File: src/rtl/fclk_pkg.sv
package fclk_pkg;

  localparam int unsigned MODE_W      = 3;
  localparam int unsigned MODE_OFF    = 0;
  localparam int unsigned MODE_BASE   = 1;
  localparam int unsigned MODE_DIV_LO = 2;
  localparam int unsigned MODE_EXTERN = 7;

  localparam int unsigned DIV_N = 5;
  localparam int unsigned DIV_RATIO [DIV_N] = '{2, 3, 4, 6, 12};

  typedef enum logic [1:0] {
    ADJ_NONE = 2'd0,
    ADJ_EXT  = 2'd1,
    ADJ_RED  = 2'd2
  } adj_dir_e;

  function automatic logic mode_on(logic [MODE_W-1:0] m);
    return (m != MODE_W'(MODE_OFF)) && (m != MODE_W'(MODE_EXTERN));
  endfunction

endpackage

File: src/rtl/fclk_timebase.sv
module fclk_timebase
  import fclk_pkg::*;
#(
  parameter int unsigned PERIODS      = 192,
  parameter int unsigned SHORT_STRIDE = 13,
  parameter int unsigned LOW_HT       = 8,
  parameter int unsigned LONG_HI_HT   = 9,
  parameter int unsigned SHORT_HI_HT  = 8,
  parameter int unsigned FSC_HT       = 537,
  parameter int unsigned ADJ_HT       = 2,
  localparam int unsigned N_SHORT  = PERIODS / SHORT_STRIDE,
  localparam int unsigned FRAME_HT = PERIODS * (LOW_HT + LONG_HI_HT)
                                     - N_SHORT * (LONG_HI_HT - SHORT_HI_HT),
  localparam int unsigned PER_W  = $clog2(PERIODS),
  localparam int unsigned POS_W  = $clog2(LOW_HT + LONG_HI_HT + ADJ_HT + 1),
  localparam int unsigned SEG_W  = $clog2(SHORT_STRIDE),
  localparam int unsigned TICK_W = $clog2(FRAME_HT + ADJ_HT + 1)
) (
  input  logic             clk_i,
  input  logic             rst_ni,
  input  logic             en_i,
  input  adj_dir_e         dir_i,
  output logic [PER_W-1:0] per_o,
  output logic             hi_o,
  output logic             fsc_o,
  output logic             frame_start_o
);

  logic [POS_W-1:0]  pos_q;
  logic [PER_W-1:0]  per_q;
  logic [SEG_W-1:0]  seg_q;
  logic [TICK_W-1:0] tick_q;
  logic [POS_W-1:0]  hi_len, per_len;
  logic              short_per, last_per, per_end;

  assign short_per = (seg_q == SEG_W'(SHORT_STRIDE - 1));
  assign last_per  = (per_q == PER_W'(PERIODS - 1));
  assign hi_len    = short_per ? POS_W'(SHORT_HI_HT) : POS_W'(LONG_HI_HT);

  // frame trim lands on the final low phase
  always_comb begin
    per_len = hi_len + POS_W'(LOW_HT);
    if (last_per) begin
      unique case (dir_i)
        ADJ_EXT: per_len = per_len + POS_W'(ADJ_HT);
        ADJ_RED: per_len = per_len - POS_W'(ADJ_HT);
        default: per_len = per_len;
      endcase
    end
  end

  assign per_end = (pos_q == per_len - POS_W'(1));

  always_ff @(posedge clk_i or negedge rst_ni) begin
    if (!rst_ni) begin
      pos_q  <= '0;
      per_q  <= '0;
      seg_q  <= '0;
      tick_q <= '0;
    end else if (!en_i) begin
      pos_q  <= '0;
      per_q  <= '0;
      seg_q  <= '0;
      tick_q <= '0;
    end else if (per_end) begin
      pos_q <= '0;
      if (last_per) begin
        per_q  <= '0;
        seg_q  <= '0;
        tick_q <= '0;
      end else begin
        per_q  <= per_q + PER_W'(1);
        seg_q  <= short_per ? '0 : seg_q + SEG_W'(1);
        tick_q <= tick_q + TICK_W'(1);
      end
    end else begin
      pos_q  <= pos_q + POS_W'(1);
      tick_q <= tick_q + TICK_W'(1);
    end
  end

  assign per_o         = per_q;
  assign hi_o          = (pos_q < hi_len);
  assign fsc_o         = (tick_q < TICK_W'(FSC_HT));
  assign frame_start_o = en_i && (tick_q == '0);

endmodule

File: src/rtl/fclk_adjust.sv
module fclk_adjust
  import fclk_pkg::*;
#(
  parameter int unsigned ADJ_FRAMES = 12,
  localparam int unsigned CNT_W = $clog2(ADJ_FRAMES)
) (
  input  logic     clk_i,
  input  logic     rst_ni,
  input  logic     en_i,
  input  logic     frame_start_i,
  input  logic     ext_req_i,
  input  logic     red_req_i,
  output adj_dir_e dir_o,
  output logic     ext_clr_o,
  output logic     red_clr_o
);

  adj_dir_e         dir_q;
  logic [CNT_W-1:0] left_q;
  logic             ext_clr_q, red_clr_q;

  always_ff @(posedge clk_i or negedge rst_ni) begin
    if (!rst_ni) begin
      dir_q     <= ADJ_NONE;
      left_q    <= '0;
      ext_clr_q <= 1'b0;
      red_clr_q <= 1'b0;
    end else begin
      ext_clr_q <= 1'b0;
      red_clr_q <= 1'b0;
      if (!en_i) begin
        dir_q  <= ADJ_NONE;
        left_q <= '0;
      end else if (frame_start_i) begin
        if (dir_q != ADJ_NONE) begin
          if (left_q == '0) begin
            ext_clr_q <= (dir_q == ADJ_EXT);
            red_clr_q <= (dir_q == ADJ_RED);
            dir_q     <= ADJ_NONE;
          end else begin
            left_q <= left_q - CNT_W'(1);
          end
        end else if (ext_req_i && red_req_i) begin
          ext_clr_q <= 1'b1;   // conflicting pair: drop both
          red_clr_q <= 1'b1;
        end else if (ext_req_i) begin
          dir_q  <= ADJ_EXT;
          left_q <= CNT_W'(ADJ_FRAMES - 1);
        end else if (red_req_i) begin
          dir_q  <= ADJ_RED;
          left_q <= CNT_W'(ADJ_FRAMES - 1);
        end
      end
    end
  end

  assign dir_o     = dir_q;
  assign ext_clr_o = ext_clr_q;
  assign red_clr_o = red_clr_q;

endmodule

File: src/rtl/fclk_shaper.sv
module fclk_shaper
  import fclk_pkg::*;
#(
  parameter int unsigned PER_W = 8
) (
  input  logic              clk_i,
  input  logic              rst_ni,
  input  logic              en_i,
  input  logic [MODE_W-1:0] mode_i,
  input  logic [PER_W-1:0]  per_i,
  input  logic              hi_i,
  input  logic              fsc_i,
  output logic              dcl_o,
  output logic              fsc_o
);

  logic [DIV_N-1:0] div_hit;
  logic             dcl_d;

  for (genvar g = 0; g < DIV_N; g++) begin : g_div
    localparam int unsigned RATIO = DIV_RATIO[g];
    assign div_hit[g] = (mode_i == MODE_W'(MODE_DIV_LO + g))
                        && ((32'(per_i) % RATIO) < ((RATIO + 1) / 2));
  end

  assign dcl_d = (mode_i == MODE_W'(MODE_BASE)) ? hi_i : |div_hit;

  always_ff @(posedge clk_i or negedge rst_ni) begin
    if (!rst_ni) begin
      dcl_o <= 1'b0;
      fsc_o <= 1'b0;
    end else begin
      dcl_o <= en_i && dcl_d;
      fsc_o <= en_i && fsc_i;
    end
  end

endmodule

File: src/rtl/fclk_frame_gen.sv
module fclk_frame_gen
  import fclk_pkg::*;
#(
  parameter int unsigned PERIODS      = 192,
  parameter int unsigned SHORT_STRIDE = 13,
  parameter int unsigned LOW_HT       = 8,
  parameter int unsigned LONG_HI_HT   = 9,
  parameter int unsigned SHORT_HI_HT  = 8,
  parameter int unsigned FSC_HT       = 537,
  parameter int unsigned ADJ_HT       = 2,
  parameter int unsigned ADJ_FRAMES   = 12,
  localparam int unsigned PER_W = $clog2(PERIODS)
) (
  input  logic        clk_i,
  input  logic        rst_ni,
  input  logic [2:0]  mode_i,
  input  logic        ext_req_i,
  input  logic        red_req_i,
  output logic        dcl_o,
  output logic        fsc_o,
  output logic        ext_clr_o,
  output logic        red_clr_o
);

  logic             en;
  adj_dir_e         dir;
  logic [PER_W-1:0] per;
  logic             hi, fsc_raw, frame_start;

  assign en = mode_on(mode_i);

  fclk_timebase #(
    .PERIODS      (PERIODS),
    .SHORT_STRIDE (SHORT_STRIDE),
    .LOW_HT       (LOW_HT),
    .LONG_HI_HT   (LONG_HI_HT),
    .SHORT_HI_HT  (SHORT_HI_HT),
    .FSC_HT       (FSC_HT),
    .ADJ_HT       (ADJ_HT)
  ) u_timebase (
    .clk_i         (clk_i),
    .rst_ni        (rst_ni),
    .en_i          (en),
    .dir_i         (dir),
    .per_o         (per),
    .hi_o          (hi),
    .fsc_o         (fsc_raw),
    .frame_start_o (frame_start)
  );

  fclk_adjust #(
    .ADJ_FRAMES (ADJ_FRAMES)
  ) u_adjust (
    .clk_i         (clk_i),
    .rst_ni        (rst_ni),
    .en_i          (en),
    .frame_start_i (frame_start),
    .ext_req_i     (ext_req_i),
    .red_req_i     (red_req_i),
    .dir_o         (dir),
    .ext_clr_o     (ext_clr_o),
    .red_clr_o     (red_clr_o)
  );

  fclk_shaper #(
    .PER_W (PER_W)
  ) u_shaper (
    .clk_i  (clk_i),
    .rst_ni (rst_ni),
    .en_i   (en),
    .mode_i (mode_i),
    .per_i  (per),
    .hi_i   (hi),
    .fsc_i  (fsc_raw),
    .dcl_o  (dcl_o),
    .fsc_o  (fsc_o)
  );

endmodule

File: config.mk
export PLATFORM = sky130hd
export DESIGN_NAME = fclk_frame_gen
export DESIGN_NICKNAME = d
export VERILOG_FILES = /design/src/rtl/fclk_pkg.sv /design/src/rtl/fclk_timebase.sv /design/src/rtl/fclk_adjust.sv /design/src/rtl/fclk_shaper.sv /design/src/rtl/fclk_frame_gen.sv
export SDC_FILE = /design/constraint.sdc
export NUM_CORES = 1
export LEC_CHECK = 0
export BUFFER_PORTS_ARGS = -buffer_cell sky130_fd_sc_hd__buf_2
export CAP_MARGIN = 20
export CORE_UTILIZATION = 55
export DETAILED_ROUTE_END_ITERATION = 16
export GPL_ROUTABILITY_DRIVEN = 0
export GPL_TIMING_DRIVEN = 0
export PLACE_DENSITY = 0.82
export SKIP_LAST_GASP = 1
export SYNTH_ARGS = -nofsm -noshare
export SYNTH_HDL_FRONTEND = slang
export SYNTH_SLANG_ARGS = --single-unit
File: constraint.sdc
create_clock -name clk_i -period 6.16 [get_ports clk_i]
set_clock_uncertainty 0.05 [all_clocks]
set_input_delay 0.616 -clock clk_i [delete_from_list [all_inputs] [get_ports clk_i]]
set_output_delay 0.616 -clock clk_i [all_outputs]
set_load 0.1 [all_outputs]
; ---- Word-level counts from Yosys, hierarchy flattened
; Index checks and enable logic that the tools add are counted.
[op_classes]
add_sub_neg = 9
order_cmp = 7
eq_ne = 18
muxes = 39
n_div = 3
n_reduce_logical = 17
[op_table]
columns = op, n
row1 = 32-bit by 2-bit < comparator with 1-bit output (second input constant), 2
row2 = 4-bit two-way mux, 11
row3 = 12-bit two-way mux, 3
row4 = 32-bit by 3-bit < comparator with 1-bit output (second input constant), 1
row5 = 8-bit by 2-bit remainder unit with 32-bit output (second input constant), 1
row6 = 8-bit by 3-bit remainder unit with 32-bit output (second input constant), 1
row7 = 8-bit by 4-bit remainder unit with 32-bit output (second input constant), 1
row8 = 8-bit two-way mux, 3
row9 = 5-bit two-way mux, 3
row10 = 2-bit two-way mux, 7
row11 = 12-bit by 1-bit adder with 12-bit output (second input constant), 1
row12 = 12-bit logical NOT, 1
row13 = 12-bit by 10-bit < comparator with 1-bit output (second input constant), 1
row14 = 3-bit != test (second input constant), 4
row15 = 1-bit two-way mux, 11
row16 = 1-bit logical AND, 10
row17 = 5-bit case mux with 2 select lines, 1
row18 = 3-bit equality test (second input constant), 3
row19 = 8-bit by 1-bit adder with 8-bit output (second input constant), 1
row20 = 8-bit equality test (second input constant), 1
row21 = 4-bit AND reduction, 2
row22 = 3-bit by 2-bit equality test with 1-bit output (second input constant), 2
row23 = 5-bit by 1-bit adder with 5-bit output (second input constant), 1
row24 = 5-bit by 2-bit adder with 5-bit output (second input constant), 1
row25 = 19 further kinds, 20
[totals]
ff_bits = 39
output_inout_bits = 4
elab_cells = 103
in_bits = 7

; ---- Depth between registers and ports, before layout
[depth]
depth_word = 10
mapped_depth = 19
depth_no_buf = 16

; ---- By module
; From an unflattened synthesis, not the netlist that was laid out.
[hier_totals]
cells_unflattened = 417
area_unflattened_um2 = 3490.8
[by_module_without_submodules]
columns = module, seq_area_each_um2, area_each_um2, cells_per_inst, n_inst
row1 = fclk_timebase, 725.7, 1911.8, 209, 1
row2 = fclk_shaper, 50.0, 1063.5, 155, 1
row3 = fclk_adjust, 200.2, 495.5, 50, 1
row4 = fclk_frame_gen, 0.0, 20.0, 3, 1

; ---- Least setup slack after synthesis
; No wires, ideal clock.
[synth_timing]
path_kind = reg2reg
startpoint = register u_timebase.per_q[6], in the netlist u_timebase.per_o[6]
endpoint = register u_shaper.dcl_o
synth_period_minus_slack_ps = 3981
setup_slack_ps = 2179
arrival_ps = 3800
stages_incl_launch_ff = 19
setup_ps = 130
path_cell_list = dfrtp_1 -> buf_2 -> buf_2 -> clkbuf_1 -> ha_1 -> and2b_1 -> o211a_1 -> a21boi_4 -> o21a_1 -> nand2_1 -> and3_1 -> ha_1 -> nor4_4 -> xnor2_1 -> inv_1 -> ha_1 -> xnor2_1 -> a32oi_1 -> o22ai_1
[synth_between]
elab_chain_cells = 6
word_cells_on_any_way = 12
classes_between = div (3) / order compare (3) / mux (1) / reduce/logical (5)
[synth_lines]
columns = item, line
row1 = from (decl), fclk_timebase.sv:30  ; logic [PER_W-1:0] per_q;
row2 = from (signal assigned), fclk_timebase.sv:72  ; per_q <= per_q + PER_W'(1);
row3 = 8-bit by 2-bit remainder unit with 32-bit output (tied with other cells), fclk_shaper.sv:23  ; && ((32'(per_i) % RATIO) < ((RATIO + 1) / 2));
row4 = 32-bit by 2-bit < comparator with 1-bit output or 32-bit by 3-bit < comparator with 1-bit output (tied branches), fclk_shaper.sv:23
row5 = 1-bit logical AND, fclk_shaper.sv:23
row6 = 5-bit OR reduction *, fclk_shaper.sv:26  ; assign dcl_d = (mode_i == MODE_W'(MODE_BASE)) ? hi_i : |div_hit;
row7 = 1-bit two-way mux *, fclk_shaper.sv:26
row8 = 1-bit logical AND *, fclk_shaper.sv:33  ; dcl_o <= en_i && dcl_d;
row9 = to (signal assigned), fclk_shaper.sv:33
row10 = to (decl), fclk_shaper.sv:13  ; output logic dcl_o,
; Mark *: on every way between the ends. The rest lies on a longest branch, timed or not.
; A chain may end at the register's enable or synchronous reset.

; ---- Worst setup path in the final report
; Ends and elaborated chain as after synthesis.

==> results summary <==
Once the clock tree was built, the resizer swapped 0 gates to a different size. For the pin with the worst max-slew slack, the measured transition is 0.849 ns. The number of antenna diodes in the final layout is 0.

The overall die area came out at 0.00653 sq mm. The minimum hold slack came out at 0.388 ns. The floorplan step defined a core boundary enclosing 0.00596 sq mm. The number of detailed-route iterations in the first pass is 5.

The number of antenna violations at the first check in global routing came out at 0. TritonCTS built the clock tree. The number of failing setup endpoints in the final timing report is 0. The worst setup slack after layout is 1.41 ns. The buffering stage count on the worst path with inverters included came out at 4. The analysis attributes to cell leakage a power of 1.57 nW. The total cell area at the placement stage is 0.00356 sq mm. The clock insertion delay at the later pin of the skew report came out at 0.28 ns.

The aggregate global-route resource usage came out at 0.249. The class of the most critical setup path is register to register. Following the worst setup path forward leads to its endpoint at u_shaper.dcl_o.

The post-detailed-route DRC marker count came out at 0. Input and output buffers added on the ports amount to 9. The required time reported for the critical path endpoint came out at 6.27 ns. The reg2reg setup slack is 1.41 ns. The die span in x came out at 80.8 um. The worst register-to-register path begins at u_timebase.per_o[6]. The wire length of the first global-routing pass is 12,900 um. The post-synthesis instance area is 0.00342 sq mm.

The number of filler instances in the final layout is 516. The number of setup buffers added after CTS is 0. The synthesis-stage register bit count is 39. For the worst setup path, the data arrival time is 4.86 ns.

The peak ir drop on the vdd network is 0.244 mV. The final instance area is 0.00363 sq mm. The total nets after synthesis came out at 443. Across all layers, the routed design uses 3,206 vias.

The minimum setup slack after placement is 1.51 ns. The endpoint of the worst register-to-register path is u_shaper.dcl_o. The root buffer cell chosen for the clock tree is sky130_fd_sc_hd__clkbuf_8. The number of max-cap violations is 0. The number of flops mapped to enable cells by yosys is 0. The total number of cells along the worst setup path came out at 16. The detailed-placement wirelength estimate came out at 5640 um. The areal power density over the cells came out at 216 mW/mm^2.

The total clock buffers created by CTS came out at 5. The sum of overflow across all layers after global routing is 0. 11 I/O pins were placed. The cell row count came out at 28. Power comes to 0.000783 W. In the synthesized netlist the dominant register cell turns out to be sky130_fd_sc_hd__dfrtp_1. Clock-pin slew was measured on the worst setup and hold paths at 0.07 ns.

The clock period could shrink to 4.75 ns. The final total negative setup slack came out at 0 ns. Setup repair after global routing left no endpoint under its margin. The number of hold violations in the final report is 0. The tightest min-delay check is of the input port to async pin type. The ratio of routed vias to standard cells came out at 6.34. The slowest stage of the critical path belongs to the cell sky130_fd_sc_hd__o311ai_1. The number of global-route vias before repair came out at 2,787. The final routed wire length divided by cell count is 15.1 um. Of all cell types, the one taking the most synthesized area is sky130_fd_sc_hd__dfrtp_1.

The maximum level of the CTS H-tree is 2. On the critical path the largest part of the delay comes from compound AO/OA/AOI/OAI gates. The startpoint class of the critical path is a register. The highest cell delay on the worst timing path is 0.72 ns. In this run, the number of DRC markers left after iteration 0 of detailed routing was 206.

The part of the Yosys area used for sequential elements came out at 0.286. The critical path goes through buf_2 > buf_2 > clkbuf_1 > ha_1 > and2b_1 > o211ai_1 > o311ai_1 > a2111oi_1 > or2_1 > nor4_4 > xnor2_1 > inv_1 > ha_1 > xnor2_1 > a32oi_1 > o22ai_1. Yosys printed 0 warnings. The largest net degree at the start of global routing is 40. By area the synthesized netlist is led by sky130_fd_sc_hd__dfrtp_1 29%, sky130_fd_sc_hd__ha_1 7.3%, sky130_fd_sc_hd__xnor2_1 4.4%. The buffer depth of the longest clock path came out at 2. The post-synthesis average cell area is 8.21 sq um. The number of nets at the end of the flow is 459. In the final layout, the share of cells above drive strength 1 is 0.0928.

Tracing the worst setup path back leads to its startpoint at u_timebase.per_o[6]. The number of slew-limit violations in the final report came out at 0. The effective utilization at floorplan came out at 0.574. The highest clock rate is 211 MHz. The worst setup path is captured at a register.

The flow ran to the end, and the final reports show no timing, DRC or antenna violations. In this run the remaining antenna-violating nets after routing total 0. The library cell used most frequently in the layout, excluding fill and tap cells, is sky130_fd_sc_hd__dfrtp_1.

The synthesis-to-layout area growth is 6.19%. The hold buffer count at cts is 0. Of the post-synthesis cell area, the dominant cell type holds 0.286. The worst slew margin relative to its limit is 0.434. The vertical extent of the die came out at 80.8 um. The clock sink total came out at 39. The peak fanout along the critical path came out at 10. The logic depth of the worst register-to-register path came out at 16. Counting every instance in the synthesized netlist gives 416.

The total wire length after detailed routing is 7620 um. Counting flops with an async set or reset pin after synthesis yields a share of 1.00. The period utilization came out at 0.771. In the layout the commonest cells are 39 x sky130_fd_sc_hd__dfrtp_1, 37 x sky130_fd_sc_hd__nor2_1, 33 x sky130_fd_sc_hd__nand2_1. The count of unique library cells instantiated by Yosys came out at 70.
-- worst min path at each step --
stage,startpoint,end,slack [ns]
after global routing,rst_ni,u_adjust.left_q[3],0.46
final,rst_ni,u_adjust.left_q[0],0.39
after floorplan,rst_ni,u_adjust.dir_o[0],0.27
after global placement,u_timebase.tick_q[0],u_timebase.tick_q[0],0.42
after detailed placement,u_timebase.tick_q[0],u_timebase.tick_q[0],0.43
after CTS,rst_ni,u_adjust.left_q[2],0.41
-- Yosys cell counts, types with 5 or more instances --
| master | instances |
|---|---|
| sky130_fd_sc_hd__dfrtp_1 | 39 |
| sky130_fd_sc_hd__nor2_1 | 37 |
| sky130_fd_sc_hd__nand2_1 | 33 |
| sky130_fd_sc_hd__inv_1 | 25 |
| sky130_fd_sc_hd__ha_1 | 20 |
| sky130_fd_sc_hd__nor3_1 | 19 |
| sky130_fd_sc_hd__a21oi_1 | 18 |
| sky130_fd_sc_hd__nand3_1 | 17 |
| sky130_fd_sc_hd__xnor2_1 | 17 |
| sky130_fd_sc_hd__o21ai_0 | 16 |
| sky130_fd_sc_hd__xor2_1 | 11 |
| sky130_fd_sc_hd__and3_1 | 10 |
| sky130_fd_sc_hd__buf_2 | 8 |
| sky130_fd_sc_hd__clkbuf_1 | 8 |
| sky130_fd_sc_hd__nand2b_1 | 8 |
| sky130_fd_sc_hd__o31ai_1 | 8 |
| sky130_fd_sc_hd__a211oi_1 | 7 |
| sky130_fd_sc_hd__o211ai_1 | 7 |
| sky130_fd_sc_hd__a31oi_1 | 6 |
| sky130_fd_sc_hd__o21a_1 | 5 |
| sky130_fd_sc_hd__o21ai_1 | 5 |
-- cells by family (layout without fill, tap and decap cells) --
logic type / Yosys count / count (layout) / share of synthesized area
AOI/OAI and AO/OA: 110 / 110 / 0.232
xor gates and xnor gates: 28 / 28 / 0.0718
adders and majority gates: 20 / 20 / 0.0732
buffers and inverters: 50 / 65 / 0.0633
DFF: 39 / 39 / 0.286
muxes: 4 / 4 / 0.0117
and+or+nand+nor: 165 / 165 / 0.262
-- metal layers --
metal | vias to the layer above | GRT usage | wire length (um) | share of wire
li1 | 1542 | - | - | -
met1 | 1528 | 0.342 | 3440 | 0.45
met2 | 115 | 0.407 | 3700 | 0.49
met3 | 21 | 0.0281 | 353 | 0.046
met4 | 0 | 0.0804 | 129 | 0.017
met5 | - | 0 | 0 | 0
-- metrics by stage --
step	cells	utilization
floorplan	416	-
global placement	500	0.597
detailed placement	500	0.597
CTS	506	0.609
global route	506	0.609
finish	506	0.609
-- power by group --
group	internal, W	total (W)	switching [W]
sequential	0.000312	0.000368	0.0000560
clock	0.0000753	0.000153	0.0000772
combinational	0.000102	0.000262	0.000160
total	0.000490	0.000783	0.000293
-- flip-flops by register name, summed over array words and instances (netlist names) --
name / flops
u_timebase.tick_q: 12
u_timebase.per_o: 8
u_timebase.pos_q: 5
u_adjust.left_q: 4
u_timebase.seg_q: 4
u_adjust.dir_o: 2
u_adjust.ext_clr_o: 1
u_adjust.red_clr_o: 1
u_shaper.dcl_o: 1
u_shaper.fsc_o: 1
-- final cells by class --
type / count / area [sq um] / share of cell area
Clock buffer: 6 / 72.6 / 0.0200
Timing Repair Buffer: 9 / 45.0 / 0.0124
Inverter: 27 / 101 / 0.0279
Tap cell: 75 / 93.8 / 0.0259
Multi-Input combinational cell: 327 / 2220 / 0.613
Buffer: 23 / 115 / 0.0317
Sequential cell: 39 / 976 / 0.269
No activity file was read; power rests on OpenSTA's default activity.
